$ cat src/rtl/pgw_pkg.sv
// Package: shared types for the two-level page table walker.
// Holds the walk state encoding, the response fault codes and the
// bit positions of the flag field in a page-table entry.
package pgw_pkg;

    typedef enum logic [2:0] {
        ST_IDLE = 3'd0,
        ST_RD1  = 3'd1,
        ST_WT1  = 3'd2,
        ST_RD2  = 3'd3,
        ST_WT2  = 3'd4,
        ST_RSP  = 3'd5
    } walk_state_t;

    typedef enum logic [1:0] {
        FLT_NONE    = 2'd0,
        FLT_ABSENT  = 2'd1,
        FLT_ON_DISK = 2'd2,
        FLT_PROT    = 2'd3
    } fault_t;

    localparam int PTE_EXISTS_BIT   = 0;
    localparam int PTE_RESIDENT_BIT = 1;
    localparam int PTE_READ_BIT     = 2;
    localparam int PTE_WRITE_BIT    = 3;

endpackage

$ cat src/rtl/pgw_addr_gen.sv
// Module: pgw_addr_gen
// Forms the byte address of the entry to fetch at the current level.
// Assumes entries are four bytes and that ADDR_W = 2*IDX_W + OFF_W.
// Purely combinational.
module pgw_addr_gen #(
    parameter int ADDR_W = 32,
    parameter int IDX_W  = 10,
    parameter int OFF_W  = 12,
    localparam int PN_W  = ADDR_W - OFF_W
) (
    input  logic [ADDR_W-1:0] root,
    input  logic [ADDR_W-1:0] vaddr,
    input  logic [PN_W-1:0]   tbl_pn,
    input  logic              second,
    output logic [ADDR_W-1:0] entry_addr
);
    localparam int L2_LSB = OFF_W;
    localparam int L1_LSB = OFF_W + IDX_W;
    localparam int PAD_W  = ADDR_W - IDX_W - 2;

    logic [IDX_W-1:0]  idx1, idx2;
    logic [ADDR_W-1:0] base2;

    // Split the virtual address and build the second-level table base.
    always_comb begin
        idx1  = vaddr[L1_LSB +: IDX_W];
        idx2  = vaddr[L2_LSB +: IDX_W];
        base2 = {tbl_pn, {OFF_W{1'b0}}};
    end

    // Select base and scaled index for the active level.
    always_comb begin
        if (second)
            entry_addr = base2 + {{PAD_W{1'b0}}, idx2, 2'b00};
        else
            entry_addr = root + {{PAD_W{1'b0}}, idx1, 2'b00};
    end
endmodule

$ cat src/rtl/pgw_pte_check.sv
// Module: pgw_pte_check
// Classifies a fetched entry: absent, held on disk, access denied or usable.
// Permission bits are examined only for the final (leaf) level.
// Purely combinational; the caller decides when the data is valid.
module pgw_pte_check #(
    parameter int ADDR_W = 32,
    parameter int OFF_W  = 12,
    localparam int PN_W  = ADDR_W - OFF_W
) (
    input  logic [3:0]      flags,
    input  logic [PN_W-1:0] pte_pn,
    input  logic            leaf,
    input  logic            is_write,
    output pgw_pkg::fault_t fault,
    output logic [PN_W-1:0] pn
);
    import pgw_pkg::*;

    logic perm_ok;

    // Pick the permission bit that matches the access kind.
    always_comb perm_ok = is_write ? flags[PTE_WRITE_BIT] : flags[PTE_READ_BIT];

    // Priority: existence, then residency, then permission.
    always_comb begin
        pn = pte_pn;
        if (!flags[PTE_EXISTS_BIT])
            fault = FLT_ABSENT;
        else if (!flags[PTE_RESIDENT_BIT])
            fault = FLT_ON_DISK;
        else if (leaf && !perm_ok)
            fault = FLT_PROT;
        else
            fault = FLT_NONE;
    end
endmodule

$ cat src/rtl/pgw_walk_ctrl.sv
// Module: pgw_walk_ctrl
// Sequences the walk: accept, read first level, wait, read second level,
// wait, respond. Holds the captured request and the response registers.
// Assumes memory raises rd_done only while a read is outstanding.
module pgw_walk_ctrl #(
    parameter int ADDR_W = 32,
    parameter int OFF_W  = 12,
    localparam int PN_W  = ADDR_W - OFF_W
) (
    input  logic              clk,
    input  logic              rst_n,
    input  logic              req_valid,
    input  logic [ADDR_W-1:0] req_vaddr,
    input  logic              req_write,
    input  logic [ADDR_W-1:0] root_ptr,
    input  logic              rd_done,
    input  pgw_pkg::fault_t   chk_fault,
    input  logic [PN_W-1:0]   chk_pn,
    output logic [ADDR_W-1:0] vaddr_q,
    output logic [ADDR_W-1:0] root_q,
    output logic              write_q,
    output logic [PN_W-1:0]   tbl_pn_q,
    output logic              level_q,
    output logic              req_ready,
    output logic              rd_valid,
    output logic              rsp_valid,
    output logic [ADDR_W-1:0] rsp_paddr,
    output logic [1:0]        rsp_fault,
    output logic [PN_W-1:0]   rsp_dpn
);
    import pgw_pkg::*;

    walk_state_t       state;
    fault_t            fault_q;
    logic [ADDR_W-1:0] paddr_q;
    logic [PN_W-1:0]   dpn_q;

    // Walk state machine and request/response registers.
    always_ff @(posedge clk) begin
        if (!rst_n) begin
            state    <= ST_IDLE;
            vaddr_q  <= '0;
            root_q   <= '0;
            write_q  <= 1'b0;
            tbl_pn_q <= '0;
            level_q  <= 1'b0;
            fault_q  <= FLT_NONE;
            paddr_q  <= '0;
            dpn_q    <= '0;
        end else begin
            case (state)
                ST_IDLE: if (req_valid) begin
                    vaddr_q <= req_vaddr;
                    root_q  <= root_ptr;
                    write_q <= req_write;
                    level_q <= 1'b0;
                    state   <= ST_RD1;
                end
                ST_RD1: state <= ST_WT1;
                ST_WT1: if (rd_done) begin
                    if (chk_fault != FLT_NONE) begin
                        fault_q <= chk_fault;
                        dpn_q   <= (chk_fault == FLT_ON_DISK) ? chk_pn : '0;
                        paddr_q <= '0;
                        state   <= ST_RSP;
                    end else begin
                        tbl_pn_q <= chk_pn;
                        level_q  <= 1'b1;
                        state    <= ST_RD2;
                    end
                end
                ST_RD2: state <= ST_WT2;
                ST_WT2: if (rd_done) begin
                    fault_q <= chk_fault;
                    dpn_q   <= (chk_fault == FLT_ON_DISK) ? chk_pn : '0;
                    paddr_q <= (chk_fault == FLT_NONE) ? {chk_pn, vaddr_q[OFF_W-1:0]} : '0;
                    state   <= ST_RSP;
                end
                ST_RSP:  state <= ST_IDLE;
                default: state <= ST_IDLE;
            endcase
        end
    end

    // Decode handshake outputs from the state.
    always_comb begin
        req_ready = (state == ST_IDLE);
        rd_valid  = (state == ST_RD1) || (state == ST_RD2);
        rsp_valid = (state == ST_RSP);
        rsp_paddr = paddr_q;
        rsp_fault = fault_q;
        rsp_dpn   = dpn_q;
    end

    // a read strobe never lasts two cycles.
    p_rd_pulse_r10: assert property (@(posedge clk) disable iff (!rst_n)
        rd_valid |=> !rd_valid);
    // acceptance drops ready and issues the first read next cycle.
    p_accept_r8: assert property (@(posedge clk) disable iff (!rst_n)
        req_valid && req_ready |=> !req_ready && rd_valid);
    // the response is a single cycle followed by idle.
    p_rsp_pulse_r8: assert property (@(posedge clk) disable iff (!rst_n)
        rsp_valid |=> req_ready && !rsp_valid);
    // a faulting response carries no physical address.
    p_fault_clean_r5: assert property (@(posedge clk) disable iff (!rst_n)
        rsp_valid && (rsp_fault != 2'd0) |-> rsp_paddr == '0);
    // the disk page number appears only with the on-disk fault.
    p_dpn_only_r6: assert property (@(posedge clk) disable iff (!rst_n)
        rsp_valid && (rsp_fault != 2'd2) |-> rsp_dpn == '0);
endmodule

$ cat src/rtl/pt_walker.sv
// Module: pt_walker (top)
// Two-level page table walker: one request at a time, one memory read
// outstanding at a time, one response per request.
// Assumes root_ptr is word-aligned and memory answers once per strobe.
module pt_walker #(
    parameter int ADDR_W = 32,
    parameter int IDX_W  = 10,
    parameter int OFF_W  = 12,
    localparam int PN_W  = ADDR_W - OFF_W
) (
    input  logic              clk,
    input  logic              rst_n,
    input  logic [ADDR_W-1:0] root_ptr,
    input  logic              req_valid,
    output logic              req_ready,
    input  logic [ADDR_W-1:0] req_vaddr,
    input  logic              req_write,
    output logic              mem_rd_valid,
    output logic [ADDR_W-1:0] mem_rd_addr,
    input  logic              mem_rd_done,
    input  logic [ADDR_W-1:0] mem_rd_data,
    output logic              rsp_valid,
    output logic [ADDR_W-1:0] rsp_paddr,
    output logic [1:0]        rsp_fault,
    output logic              rsp_level,
    output logic [PN_W-1:0]   rsp_dpn
);
    import pgw_pkg::*;

    logic [ADDR_W-1:0] vaddr_q, root_q;
    logic              write_q, level_q;
    logic [PN_W-1:0]   tbl_pn_q, chk_pn;
    fault_t            chk_fault;

    pgw_walk_ctrl #(.ADDR_W(ADDR_W), .OFF_W(OFF_W)) u_ctrl (
        .clk       (clk),
        .rst_n     (rst_n),
        .req_valid (req_valid),
        .req_vaddr (req_vaddr),
        .req_write (req_write),
        .root_ptr  (root_ptr),
        .rd_done   (mem_rd_done),
        .chk_fault (chk_fault),
        .chk_pn    (chk_pn),
        .vaddr_q   (vaddr_q),
        .root_q    (root_q),
        .write_q   (write_q),
        .tbl_pn_q  (tbl_pn_q),
        .level_q   (level_q),
        .req_ready (req_ready),
        .rd_valid  (mem_rd_valid),
        .rsp_valid (rsp_valid),
        .rsp_paddr (rsp_paddr),
        .rsp_fault (rsp_fault),
        .rsp_dpn   (rsp_dpn)
    );

    pgw_addr_gen #(.ADDR_W(ADDR_W), .IDX_W(IDX_W), .OFF_W(OFF_W)) u_addr (
        .root       (root_q),
        .vaddr      (vaddr_q),
        .tbl_pn     (tbl_pn_q),
        .second     (level_q),
        .entry_addr (mem_rd_addr)
    );

    pgw_pte_check #(.ADDR_W(ADDR_W), .OFF_W(OFF_W)) u_chk (
        .flags    (mem_rd_data[3:0]),
        .pte_pn   (mem_rd_data[ADDR_W-1:OFF_W]),
        .leaf     (level_q),
        .is_write (write_q),
        .fault    (chk_fault),
        .pn       (chk_pn)
    );

    // Report the level of the last entry examined.
    always_comb rsp_level = level_q;

    // the first read targets the sampled root plus the scaled first index.
    p_l1_addr_r2: assert property (@(posedge clk) disable iff (!rst_n)
        req_valid && req_ready |=> mem_rd_addr ==
            ($past(root_ptr) + ADDR_W'({$past(req_vaddr[ADDR_W-1 -: IDX_W]), 2'b00})));
    // a success is only ever reported for a second-level entry.
    p_ok_is_leaf_r4: assert property (@(posedge clk) disable iff (!rst_n)
        rsp_valid && (rsp_fault == 2'd0) |-> rsp_level);
endmodule

$ cat config.mk
export PLATFORM = sky130hd
export DESIGN_NAME = pt_walker
export DESIGN_NICKNAME = d
export VERILOG_FILES = /design/src/rtl/pgw_pkg.sv /design/src/rtl/pgw_addr_gen.sv /design/src/rtl/pgw_pte_check.sv /design/src/rtl/pgw_walk_ctrl.sv /design/src/rtl/pt_walker.sv
export SDC_FILE = /design/constraint.sdc
export NUM_CORES = 1
export LEC_CHECK = 0
export ABC_CLOCK_PERIOD_IN_PS = 7200
export BUFFER_PORTS_ARGS = -buffer_cell sky130_fd_sc_hd__buf_2
export CAP_MARGIN = 20
export CORE_MARGIN = 3
export CORE_UTILIZATION = 58
export CTS_BUF_LIST = sky130_fd_sc_hd__clkbuf_4
export CTS_CLUSTER_SIZE = 25
export DETAILED_ROUTE_END_ITERATION = 7
export MAX_ROUTING_LAYER = met4
export PLACE_DENSITY = 0.95
export SETUP_SLACK_MARGIN = 0.15
export SLEW_MARGIN = 20
export SYNTH_ARGS = -nofsm -noshare
export SYNTH_HDL_FRONTEND = slang
export SYNTH_HIERARCHICAL = 1
export SYNTH_SLANG_ARGS = --single-unit
$ cat constraint.sdc
create_clock -name clk -period 7.2 [get_ports clk]
set_clock_uncertainty 0.2 [all_clocks]
set_input_delay 1.44 -clock clk [delete_from_list [all_inputs] [get_ports clk]]
set_output_delay 1.44 -clock clk [all_outputs]
set_load 0.01 [all_outputs]
==> impl_results.md <==
* Die area at 12600 um^2
* DRC at 0
* R2R Setup Slk at 4.38 ns
* CTS Sinks at 143
* Pwr dens at 210 nW/um^2
* Yosys reg bits at 143
* Hpwl dp at 12100 um
* Clock transition at path regs at 0.12 ns
* Boundary pin count at 191
* Cell area after synthesis at 6550 um^2
* Post-synthesis net count at 906
* Max frequency at 211 MHz
* Iter 0 DRT Violations at 504
* Reg-to-reg endpoint: u_ctrl/rsp_fault[0]$_SDFFE_PN0P_
* Worst min path class: flop to flop
* Share of the synthesized area in the top cell type at 43.7%
* Hold path depth at 2
* Max-Cap Viols at 0
* Leakage power total at 3.25 nW
* Vias per inst at 5.62
* Area leader, netlist: dfxtp_1
* Clk_lat worst skew at 0.52 ns
* VDD IR-drop max at 0.142 mV
* Status: complete, no violations
* Global-route wire length before repair at 27800 um
* Worst Hold Launch: u_ctrl/vaddr_q[19]$_SDFFE_PN0P_
* FF-to-FF path depth at 7
* Pre-antenna DRT Iters at 7
* Fill cell count at 940
* Commonest register cell after synthesis: dfxtp_1
* Most common cell after layout, fill and taps aside: nand2_1
* Total CTS buffers at 17
* CTS tree: yes
* Avg Cell Area, Syn at 8.25 um^2
* Vias at 6061
* Synthesis-to-layout area growth at 14.3%
* Core Box Area at 10900 um^2
* Final Cycle Share at 65.7%
* Initial antenna violation count at 1
* Post-CTS Setup Inserts at 0
* RSZ-0062 raised after global routing: false
* Share of layout cells above drive strength 1 at 25.9%
* CP Data Required Time at 5.56 ns
* CTS hold repair buffers at 0
* Initial Util at 59.9%
* Startpoint Class: flop
* CTS H-tree depth at 4
* Gp weighted congestion at 0.867
* Post-CTS sizing at 0
* Register area share after synthesis at 43.7%
* Hold_ws at 0.262 ns
* Worst EP arrival at 3.09 ns
* Routed Antenna Nets at 0
* Post-route setup TNS at 0 ns
* Worst-Margin Slew at 0.945 ns
* Die W at 112 um
* Min Tclk post-route at 4.73 ns
* RR Startpoint: u_ctrl/write_q$_SDFFE_PN0P_
* Hold path endpoint: u_ctrl/vaddr_q[19]$_SDFFE_PN0P_
* GRT Total Usage at 27.7%
* Final Setup Violations at 0
* Maximum fanout along the worst path at 10
* Post-synth EDFFs at 0
* Maximum number of pins on one net before global-route repair at 70
* Grt total ovfl at 0
* Longest Clk Path Bufs at 2
* Syn. warnings at 6
* DR WL/cell at 16.0 um
* Post-synthesis async set-or-reset flop share at 0%
* IO buf count at 182
* Root buffer cell: clkbuf_4
* CP endpoint kind: output port
* Die height at 112 um
* Hold Fails Final Rpt at 0
* Total Nets Final at 1036
* Row count at 38
* Synth area leaders: dfxtp_1 44%, nand2_1 12%, a21oi_1 6.0%, a22o_1 4.5%, nand3_1 4.0%
* Kind of critical path: flop to output port
* Slew Viols, Final at 0
* Relative slew slack at 37.0%
* Synth unique cells at 63
* Most frequent cells in the layout: 206 x nand2_1, 182 x buf_2, 142 x dfxtp_1
* Vias in the first global route at 5790
* WL final at 17300 um
* Post-Syn Instances at 794
==> per-stage QoR <==
step	util, %	area [um^2]	worst slack [ns]	power [W]	std cells
finish	68.5	7490	2.47	0.00157	1078
global route	68.5	7490	2.31	0.00165	1078
CTS	68.4	7480	2.46	0.00159	1077
detailed placement	66.0	7220	3.08	0.00111	1045
global placement	66.0	7220	3.14	0.00110	1045
floorplan	-	6550	3.42	0.00104	794
==> cells in the mapped netlist, types with 3 or more instances <==
cell type and count:
xnor2_1 9, and2_1 5, a21oi_1 78, xor2_1 12, and3_1 5, nor3b_1 3, buf_2 11, buf_6 14
nor2_1 11, nor3_1 6, nand2_1 206, buf_1 5, nand4_1 7, dfxtp_1 143, nand2b_1 5, a22o_1 34
o21ai_1 20, nand3_1 53, ha_1 10, o22ai_1 20, o21ai_0 26, clkbuf_1 25, buf_4 25, inv_1 4
nor2b_1 9
==> worst max-delay path by stage <==
stage,slack (ns),startpoint,endpoint
detailed placement,3.08,u_ctrl/root_q[2]$_SDFFE_PN0P_,mem_rd_addr[18]
finish,2.47,u_ctrl/root_q[2]$_SDFFE_PN0P_,mem_rd_addr[18]
CTS,2.46,u_ctrl/root_q[2]$_SDFFE_PN0P_,mem_rd_addr[18]
global placement,3.14,u_ctrl/root_q[2]$_SDFFE_PN0P_,mem_rd_addr[18]
global route,2.31,u_ctrl/root_q[2]$_SDFFE_PN0P_,mem_rd_addr[18]
floorplan,3.42,u_ctrl/root_q[2]$_SDFFE_PN0P_,mem_rd_addr[22]
==> cells by family (layout without fill, tap and decap cells) <==
group / Yosys count / in the layout / share of synthesized area [%]
DFF: 143 / 143 / 43.7
other: 0 / 1 / 0
and+or+nand+nor: 322 / 322 / 21.9
buffers and inverters: 85 / 228 / 8.11
xor gates and xnor gates: 21 / 21 / 2.81
AOI/OAI and AO/OA: 207 / 207 / 20.4
muxes: 5 / 5 / 0.878
adders and majority gates: 11 / 11 / 2.21
==> worst max-delay path: stages (launching register included) <==
cell	delay (ns)
dfxtp_1	0.33
ha_1	0.22
fa_1	0.43
a21o_1	0.22
a221oi_2	0.43
o311ai_4	0.24
nand2_1	0.14
xor2_1	0.07
o21ai_0	0.28
buf_2	0.20
==> power breakdown <==
group	switching [W]	leakage [nW]	internal (W)
logic	0.000147	1.95	0.0000918
registers	0.0000288	1.16	0.000824
clock network	0.000303	0.142	0.000180
==> routing by layer <==
metal  vias to the layer above  track usage, %  wire (um)
li1                       2991               -          -
met1                      2800            34.8       7180
met2                       242            44.9       8490
met3                        28            6.36       1290
met4                         0            8.09        316
met5                         -               -          0
==> flip-flops by register name (all words and copies together) (netlist names) <==
register          cells
u_ctrl/vaddr_q       32
u_ctrl/level_q        1
u_ctrl/rsp_dpn       20
u_ctrl/rsp_fault      2
u_ctrl/root_q        32
u_ctrl/tbl_pn_q      20
u_ctrl/rsp_paddr     32
u_ctrl/state          3
u_ctrl/write_q        1
==> final cells by class <==
class	instances	area, um^2	share of cell area, %
clock buffers	18	135	1.80
well taps	140	175	2.34
inverters	5	18.8	0.251
multi-input cells	566	3190	42.5
diodes	1	2.50	0.0334
clock inverters	14	129	1.72
repair buffers	191	978	13.1
flip-flops and latches	143	2860	38.2
Note: power is estimated with default switching activity, not from simulation.
